===== src/rtl/gcd_periph_pkg.sv =====
package gcd_periph_pkg;
  localparam int OPW   = 8;
  localparam int CTRLW = 3;

  localparam logic [1:0] SEL_CTRL = 2'd0;
  localparam logic [1:0] SEL_STAT = 2'd1;
  localparam logic [1:0] SEL_OPND = 2'd2;
  localparam logic [1:0] SEL_RSLT = 2'd3;

  typedef enum logic [1:0] {ENG_IDLE, ENG_BUSY, ENG_DONE} eng_state_e;

  // One subtractive Euclid step: the larger value loses the smaller.
  function automatic logic [2*OPW-1:0] gcd_step(input logic [OPW-1:0] x,
                                                 input logic [OPW-1:0] y);
    if (x > y) return {x - y, y};
    else       return {x, y - x};
  endfunction
endpackage


===== src/rtl/gcd_core.sv =====
module gcd_core
  import gcd_periph_pkg::*;
(
  input  logic           clk,
  input  logic           rst_n,
  input  logic           in_valid,
  input  logic [OPW-1:0] opa,
  input  logic [OPW-1:0] opb,
  output logic           in_ready,
  output logic           out_valid,
  input  logic           out_ready,
  output logic [OPW-1:0] result
);
  eng_state_e     state;
  logic [OPW-1:0] x, y;
  logic           run;

  always_ff @(posedge clk or negedge rst_n) begin
    if (!rst_n) begin
      state <= ENG_IDLE;
      x     <= '0;
      y     <= '0;
      run   <= 1'b0;
    end else begin
      run <= 1'b1;
      unique case (state)
        ENG_IDLE: if (in_valid && run) begin
          x     <= opa;
          y     <= opb;
          state <= ENG_BUSY;
        end
        ENG_BUSY: begin
          if (x == '0) begin
            x     <= y;
            state <= ENG_DONE;
          end else if (y == '0 || x == y) begin
            state <= ENG_DONE;
          end else begin
            {x, y} <= gcd_step(x, y);
          end
        end
        ENG_DONE: if (out_ready) state <= ENG_IDLE;
        default:  state <= ENG_IDLE;
      endcase
    end
  end

  assign in_ready  = (state == ENG_IDLE) && run;
  assign out_valid = (state == ENG_DONE);
  assign result    = x;

  AST_RESULT_HELD: assert property (@(posedge clk) disable iff (!rst_n)
    (out_valid && !out_ready) |=> (out_valid && $stable(result)));
endmodule


===== src/rtl/gcd_apb_regs.sv =====
module gcd_apb_regs
  import gcd_periph_pkg::*;
#(
  parameter int DATA_W = 32,
  parameter int ADDR_W = 4
) (
  input  logic              pclk,
  input  logic              presetn,
  input  logic              psel,
  input  logic              penable,
  input  logic              pwrite,
  input  logic [ADDR_W-1:0] paddr,
  input  logic [DATA_W-1:0] pwdata,
  output logic [DATA_W-1:0] prdata,
  output logic [CTRLW-1:0]  ctrl,
  output logic [OPW-1:0]    opa,
  output logic [OPW-1:0]    opb,
  output logic              opnd_strobe,
  output logic              rslt_strobe,
  input  logic              eng_in_ready,
  input  logic              eng_out_valid,
  input  logic [OPW-1:0]    eng_result
);
  localparam int OPNDW = 2 * OPW;

  logic [1:0]       sel;
  logic             access, wr_en, rd_en;
  logic             wr_opnd, rd_rslt;
  logic [OPNDW-1:0] opnd_q;
  logic [1:0]       stat_q;
  logic [OPW-1:0]   rslt_q;

  assign sel     = paddr[ADDR_W-1 -: 2];
  assign access  = psel && penable;
  assign wr_en   = access && pwrite;
  assign rd_en   = access && !pwrite;
  assign wr_opnd = wr_en && (sel == SEL_OPND);
  assign rd_rslt = rd_en && (sel == SEL_RSLT);

  always_ff @(posedge pclk or negedge presetn) begin
    if (!presetn) begin
      ctrl        <= '0;
      opnd_q      <= '0;
      stat_q      <= '0;
      rslt_q      <= '0;
      opnd_strobe <= 1'b0;
      rslt_strobe <= 1'b0;
    end else begin
      if (wr_en && sel == SEL_CTRL) ctrl <= pwdata[CTRLW-1:0];
      if (wr_opnd) opnd_q <= pwdata[OPNDW-1:0];
      stat_q      <= {eng_in_ready, eng_out_valid};
      rslt_q      <= eng_result;
      opnd_strobe <= wr_opnd;
      rslt_strobe <= rd_rslt;
    end
  end

  assign opa = opnd_q[OPNDW-1:OPW];
  assign opb = opnd_q[OPW-1:0];

  always_comb begin
    prdata = '0;
    if (rd_en) begin
      unique case (sel)
        SEL_CTRL: prdata[CTRLW-1:0] = ctrl;
        SEL_STAT: prdata[1:0]       = stat_q;
        SEL_OPND: prdata[OPNDW-1:0] = opnd_q;
        default:  prdata[OPW-1:0]   = rslt_q;
      endcase
    end
  end

  AST_OPND_STROBE_ONE: assert property (@(posedge pclk) disable iff (!presetn)
    opnd_strobe |=> !opnd_strobe);
  AST_RSLT_STROBE_ONE: assert property (@(posedge pclk) disable iff (!presetn)
    rslt_strobe |=> !rslt_strobe);
  AST_STATUS_TRAILS: assert property (@(posedge pclk) disable iff (!presetn)
    stat_q == $past({eng_in_ready, eng_out_valid}));
endmodule


===== src/rtl/gcd_irq.sv =====
module gcd_irq (
  input  logic clk,
  input  logic rst_n,
  input  logic out_valid,
  input  logic irq_en,
  input  logic edge_mode,
  output logic irq
);
  logic valid_q;
  logic rise;

  always_ff @(posedge clk or negedge rst_n) begin
    if (!rst_n) valid_q <= 1'b0;
    else        valid_q <= out_valid;
  end

  assign rise = out_valid && !valid_q;
  assign irq  = irq_en && (edge_mode ? rise : out_valid);

  AST_IRQ_GATED: assert property (@(posedge clk) disable iff (!rst_n)
    !irq_en |-> !irq);
  AST_EDGE_ONE_CYCLE: assert property (@(posedge clk) disable iff (!rst_n)
    (irq && edge_mode) |=> !(irq && edge_mode));
endmodule


===== src/rtl/gcd_apb_periph.sv =====
module gcd_apb_periph
  import gcd_periph_pkg::*;
#(
  parameter int DATA_W = 32,
  parameter int ADDR_W = 4
) (
  input  logic              pclk,
  input  logic              presetn,
  input  logic              psel,
  input  logic              penable,
  input  logic              pwrite,
  input  logic [ADDR_W-1:0] paddr,
  input  logic [DATA_W-1:0] pwdata,
  output logic [DATA_W-1:0] prdata,
  output logic              pready,
  output logic              irq
);
  logic [CTRLW-1:0] ctrl;
  logic [OPW-1:0]   opa, opb, eng_result;
  logic             opnd_strobe, rslt_strobe;
  logic             eng_in_ready, eng_out_valid;
  logic             eng_rst_n;

  assign pready    = 1'b1;
  assign eng_rst_n = presetn && ctrl[0];

  gcd_apb_regs #(.DATA_W(DATA_W), .ADDR_W(ADDR_W)) u_regs (
    .pclk(pclk), .presetn(presetn), .psel(psel), .penable(penable),
    .pwrite(pwrite), .paddr(paddr), .pwdata(pwdata), .prdata(prdata),
    .ctrl(ctrl), .opa(opa), .opb(opb),
    .opnd_strobe(opnd_strobe), .rslt_strobe(rslt_strobe),
    .eng_in_ready(eng_in_ready), .eng_out_valid(eng_out_valid),
    .eng_result(eng_result)
  );

  gcd_core u_core (
    .clk(pclk), .rst_n(eng_rst_n),
    .in_valid(opnd_strobe), .opa(opa), .opb(opb), .in_ready(eng_in_ready),
    .out_valid(eng_out_valid), .out_ready(rslt_strobe), .result(eng_result)
  );

  gcd_irq u_irq (
    .clk(pclk), .rst_n(presetn), .out_valid(eng_out_valid),
    .irq_en(ctrl[1]), .edge_mode(ctrl[2]), .irq(irq)
  );

  AST_HELD_WHEN_OFF: assert property (@(posedge pclk) disable iff (!presetn)
    !ctrl[0] |-> (!eng_in_ready && !eng_out_valid));
endmodule


===== config.mk =====
export PLATFORM = sky130hd
export DESIGN_NAME = gcd_apb_periph
export DESIGN_NICKNAME = d
export VERILOG_FILES = /design/src/rtl/gcd_periph_pkg.sv /design/src/rtl/gcd_core.sv /design/src/rtl/gcd_apb_regs.sv /design/src/rtl/gcd_irq.sv /design/src/rtl/gcd_apb_periph.sv
export SDC_FILE = /design/constraint.sdc
export NUM_CORES = 1
export LEC_CHECK = 0
export BUFFER_PORTS_ARGS = -buffer_cell sky130_fd_sc_hd__buf_4
export CORE_MARGIN = 3
export CORE_UTILIZATION = 40
export CTS_CLUSTER_DIAMETER = 80
export DETAILED_ROUTE_END_ITERATION = 6
export PLACE_DENSITY = 0.66
export SLEW_MARGIN = 10
export SYNTH_ARGS = -nofsm -noshare
export SYNTH_HDL_FRONTEND = slang
export SYNTH_HIERARCHICAL = 1
export SYNTH_SLANG_ARGS = --single-unit

===== constraint.sdc =====
create_clock -name pclk -period 3 [get_ports pclk]
set_input_delay 0.45 -clock pclk [delete_from_list [all_inputs] [get_ports pclk]]
set_output_delay 0.45 -clock pclk [all_outputs]
set_load 0.02 [all_outputs]

# [Yosys cells after proc, flatten, opt, wreduce, memory -nomap -nowiden]
# Index checks and enable logic that the tools add are counted.
[classes] add_sub_neg=2 n_mul=0 n_div=0 order_cmp=1 eq_ne=14 shifts=0 mux=20 n_bitwise=0 n_reduce_logical=23
[ops] op="2-to-1 mux 8 bit" n=7
[ops] op="2-to-1 mux 16 bit" n=2
[ops] op="case mux 8 bit (2 select lines)" n=2
[ops] op="logical NOT 8 bit" n=2
[ops] op="subtractor 8 bit" n=2
[ops] op="case mux 2 bit (3 select lines)" n=2
[ops] op="logical AND 1 bit" n=11
[ops] op="case mux 5 bit (2 select lines)" n=1
[ops] op="equality test 8 bit" n=1
[ops] op="greater-than comparator 8 bit" n=1
[ops] op="2-to-1 mux 2 bit" n=4
[ops] op="!= test 2 bit (second input constant)" n=4
[ops] op="equality test 2 bit (second input constant)" n=3
[ops] op="!= test 3 x 1 -> 1 bit (second input constant)" n=2
[ops] op="AND reduction 5 bit" n=1
[ops] op="equality test 2 x 1 -> 1 bit (second input constant)" n=2
[ops] op="logical NOT 2 bit" n=2
[ops] op="AND reduction 4 bit" n=1
[ops] op="!= test 3 x 2 -> 1 bit (second input constant)" n=1
[ops] op="case mux 1 bit (3 select lines)" n=1
[ops] op="AND reduction 3 bit" n=1
[ops] op="logical NOT 1 bit" n=2
[ops] op="!= test 2 x 1 -> 1 bit (second input constant)" n=1
[ops] op="nonzero test 2 bit" n=1
[ops] op="other kinds (3)" n=3
[totals] register_bits=51 latch_bits=0 ramBits=0 mem_bits_ro=0 in_bits=41 output_inout_bits=34 elab_cells=71 memories=0

# [Longest topological paths before layout]
[logic_depth] depth_word=5 mapped_depth=11 mapped_depth_nobuf=10

# [Modules after synthesis]
# The synthesis kept the hierarchy.
[modules_own_cells] module="gcd_core" n_inst=1 cells_per_inst=204 area_each_um2=1745.4 seq_area_each_um2=475.5
[modules_own_cells] module="gcd_apb_regs" n_inst=1 cells_per_inst=104 area_each_um2=1453.9 seq_area_each_um2=775.7
[modules_own_cells] module="gcd_irq" n_inst=1 cells_per_inst=3 area_each_um2=37.5 seq_area_each_um2=25.0
[modules_own_cells] module="gcd_apb_periph" n_inst=1 cells_per_inst=3 area_each_um2=17.5 seq_area_each_um2=0.0

# [Worst setup path before layout]
# No wires, ideal clock.
[synth_timing] path_type="reg-to-reg" from="register u_core.x[0] (netlist: u_core/result[0])" to="register u_core.y[1]" setup_time_ps=127 arrival_ps=2250 required_time_ps=2873 path_slack_ps=623 path_stages_with_launch=12 n_path_buf=1 period_less_slack_ps=2377 path_cell_list="dfrtp_1 > inv_1 > ha_1 > inv_1 > fa_1 > a211o_1 > and3_4 > nor3_4 > a41oi_4 > buf_6 > a221oi_2 > a21oi_1"
[synth_via] elab_chain_cells=5 elab_cells_between_ends=13 classes_between="1 x add/sub; 1 x order compare; 4 x eq/ne; 4 x mux; 3 x reduce/logical"
[synth_rtl] element="from (decl)" line="gcd_core.sv:15" rtl="logic [OPW-1:0] x, y;"
[synth_rtl] element="from (signal assigned)" line="gcd_core.sv:28" rtl="x <= opa;"
[synth_rtl] element="from (signal assigned)" line="gcd_core.sv:34" rtl="x <= y;"
[synth_rtl] element="from (signal assigned)" line="gcd_core.sv:39" rtl="{x, y} <= gcd_step(x, y);"
[synth_rtl] element="subtractor 8 bit" line="gcd_periph_pkg.sv:16" rtl="else return {x, y - x};"
[synth_rtl] element="2-to-1 mux 16 bit" line="gcd_periph_pkg.sv:15" rtl="if (x > y) return {x - y, y};"
[synth_rtl] element="2-to-1 mux 8 bit" line="gcd_core.sv:36" rtl="end else if (y == '0 || x == y) begin"
[synth_rtl] element="2-to-1 mux 8 bit" line="gcd_core.sv:33" rtl="if (x == '0) begin"
[synth_rtl] element="case mux 8 bit (2 select lines)" line="gcd_core.sv:26" rtl="unique case (state)"
[synth_rtl] element="to (signal assigned)" line="gcd_core.sv:29" rtl="y <= opb;"
[synth_rtl] element="to (signal assigned)" line="gcd_core.sv:39"
[synth_rtl] element="to (decl)" line="gcd_core.sv:15"
# Several ways; a longest one is shown, not always the timed one. The select of a mux whose other input is x is not followed.
# A chain may end at the register's enable or synchronous reset.

# [Final worst setup path]
[layout_timing] from="register u_core.x[0] (netlist: u_core/result[0])" to="register u_core.y[4]"
# Same word-level chain as after synthesis.

==> impl_metrics.tcl <==
set metrics [dict create \
    cp_cell_sequence "inv_1 > ha_1 > inv_1 > fa_1 > a211o_1 > and3_4 > nor3_4 > a41oi_4 > a221oi_1 > a21oi_1" \
    synth.area.top_cells "dfrtp_1 (39%), ha_1 (5.8%), buf_4 (4.4%)" \
    cp_max_fo 16 \
    start_util_pct 41.7 \
    dp_hpwl_um 5480 \
    timing.rr.end "u_core/y[4]" \
    ctsHoldBuffers 0 \
    async_flop_share_pct 100 \
    syn_avg_cell_area_um2 10.4 \
    ios 75 \
    io_buffers 39 \
    postPlaceCellArea_um2 3530 \
    routed_wl_um 7260 \
    cp_num_cells 10 \
    finClkSkew_ps 6.88 \
    r2r_start "u_core/result[0]" \
    drv_cap 0 \
    max_stage_delay_ps 400 \
    worst_hold_path_type "input pin to async pin" \
    drt_drc_violations_left 0 \
    reg2regPathDepth 10 \
    ff_latch_area_um2 1280 \
    max_freq_mhz 366 \
    design_area_um2 3650 \
    max_slew_margin_pct 40.3 \
    fin_tns_setup_ps 0 \
    drive_above_1_share_pct 24.1 \
    post_cts_resize_count 0 \
    synth.top_cell.area_share_pct 39.2 \
    worstPathRequired_ps 3160 \
    cp.buffers_inverters 2 \
    synth_flop_cell "dfrtp_1" \
    clk_pin_slew_ps 90 \
    irDropWorstVdd_mv 0.487 \
    die_w_um 96.2 \
    rsz0062_at_grt "no" \
    worstSetupPathType "flop to flop" \
    cts_num_sinks 51 \
    finalSetupViolCount 0 \
    overflow 0 \
    powerDensity_nw_per_um2 953 \
    coreArea_um2 7810 \
    wl_per_cell_um 16.1 \
    finalCritPeriodShare_pct 91.0 \
    synth_area_um2 3250 \
    dr.first_iter.drc_count 100 \
    grt_max_degree 34 \
    grt_pass1_vias 2208 \
    finalWeightedCongestion 0.858 \
    clock_path_buffers 2 \
    fp.dieArea_um2 9250 \
    critPathSlowestCell "dfrtp_1" \
    crit_top_cell "inv_1" \
    slew_violations 0 \
    vias 2413 \
    grt_pass1_wl_um 11200 \
    nNetsFinal 405 \
    reg2reg_setup_slack_ps 270 \
    cts_max_level 2 \
    clk_root_buffer_cell "clkbuf_8" \
    synth.distinct_cells 58 \
    syn_inst 314 \
    status "finished clean" \
    fin_crit_ps 2730 \
    num-fill-cells 743 \
    synth_seq_area_share_pct 39.2 \
    hold_viol_final 0 \
    ant_nets 0 \
    numCtsBuffers 5 \
    path_delay_family "compound AO/OA/AOI/OAI gates" \
    antenna_found_initial 0 \
    syn_to_final_growth_pct 12.1 \
    track_usage_pct 15.7 \
    diodes 0 \
    critical_path_arrival_ps 2890 \
    num_rows 32 \
    dr.pass1.iters 4 \
    startpoint_type "flop" \
    synth_edf_count 0 \
    die_y_um 96.2 \
    power_leakage_uw 0.00169 \
    ys_warn_count 6 \
    cts_setup_buffers 0 \
    end_kind "flop" \
    tritoncts "yes" \
    worstMarginPinSlew_ps 896 \
    routed_via_density 5.36 \
    multi_input_area_um2 1740 \
    yosys.area.top_type "dfrtp_1" \
    clkLatencyLatePin_ps 300 \
    yosys_register_bits 51 \
]
synth_stat cells, drive strengths merged, types with 2 or more instances:
| master | count |
|---|---|
| dfrtp | 51 |
| nor2 | 26 |
| buf | 25 |
| a21oi | 20 |
| inv | 20 |
| mux2 | 20 |
| nand2 | 16 |
| ha | 15 |
| and2 | 11 |
| o21ai | 10 |
| a221oi | 8 |
| xnor2 | 8 |
| o31ai | 7 |
| clkbuf | 6 |
| a31oi | 5 |
| mux2i | 5 |
| a211oi | 4 |
| nand3b | 4 |
| nor2b | 4 |
| nor3 | 4 |
| nor4 | 4 |
| a21o | 3 |
| a311oi | 3 |
| conb | 3 |
| xor2 | 3 |
| a41oi | 2 |
| and3 | 2 |
| fa | 2 |
| mux4 | 2 |
| nand2b | 2 |
| nand3 | 2 |
| nand4 | 2 |
| nor3b | 2 |
| o31a | 2 |
| or2 | 2 |
where the power goes:
| part | total, µW | switching [µW] | leakage (µW) | internal [µW] |
|---|---|---|---|---|
| registers | 1090 | 200 | 0.000651 | 893 |
| clock network | 494 | 224 | 0.0000612 | 270 |
| logic | 1890 | 1100 | 0.000982 | 790 |
cell families (layout without fill, tap and decap cells):
logic type	after synthesis	after routing	synth area share, %
AO/OA/AOI/OAI	70	70	15.8
XOR/XNOR	11	11	2.96
adder cells (fa/ha/maj)	17	17	7.00
buffers and inverters	51	70	9.15
flip-flops	51	51	39.2
multiplexers	27	27	11.1
other	3	18	0.346
AND/OR/NAND/NOR	84	84	14.4
routing by layer:
layer	vias to the layer above	wire length (µm)	track usage, %
met5	-	0	0
met4	0	105	4.15
met3	10	430	3.36
met2	73	3520	24.4
met1	1190	3210	22.0
li1	1140	-	-
placed cells by master, fill, tap and decap left out, types with 11 or more instances in the layout:
master   count
nor2_1      24
inv_1       20
nand2_1     16
dfrtp_1     51
a21oi_1     19
conb_1      18
ha_1        15
and2_1      11
mux2_2      11
buf_4       42
state kept, by name (all words and copies together), names as in the netlist:
register            flops
u_regs/ctrl             3
u_irq/valid_q           1
u_regs/stat_q           2
u_regs/opnd_q          16
u_regs/rslt_q           8
u_core/run              1
u_core/state            2
u_regs/opnd_strobe      1
u_regs/rslt_strobe      1
u_core/y                8
u_core/result           8
worst max path at each step:
| stage | from | to | slack, ps |
|---|---|---|---|
| floorplan | u_core/result[0] | u_core/y[1] | 620 |
| global placement | u_core/result[0] | u_core/y[4] | 290 |
| detailed placement | u_core/result[0] | u_core/y[4] | 310 |
| CTS | u_core/result[0] | u_core/y[4] | 270 |
| global route | u_core/result[0] | u_core/y[4] | 100 |
| finish | u_core/result[0] | u_core/y[4] | 270 |
stage by stage:
| stage | hold slack, ps | setup WS, ps | std cells | utilization, % | total power (µW) |
|---|---|---|---|---|---|
| after detailed placement | 419 | 313 | 442 | 45.2 | 2960 |
| after global routing | 77.2 | 103 | 450 | 46.7 | 3740 |
| after CTS | 86.3 | 272 | 450 | 46.7 | 3470 |
| final | 65.2 | 270 | 450 | 46.7 | 3480 |
| after floorplan | 154 | 623 | 329 | - | 2560 |
| after global placement | 413 | 291 | 442 | 45.2 | 2940 |
area by class of cell:
| type | instances | area share, % |
|---|---|---|
| flip-flops and latches | 51 | 35.0 |
| well taps | 102 | 3.50 |
| clock inverters | 2 | 0.960 |
| clock buffers | 6 | 2.26 |
| inverters | 20 | 2.06 |
| repair buffers | 42 | 8.64 |
| multi-input cells | 227 | 47.6 |
No activity file was read; power rests on OpenSTA's default activity.
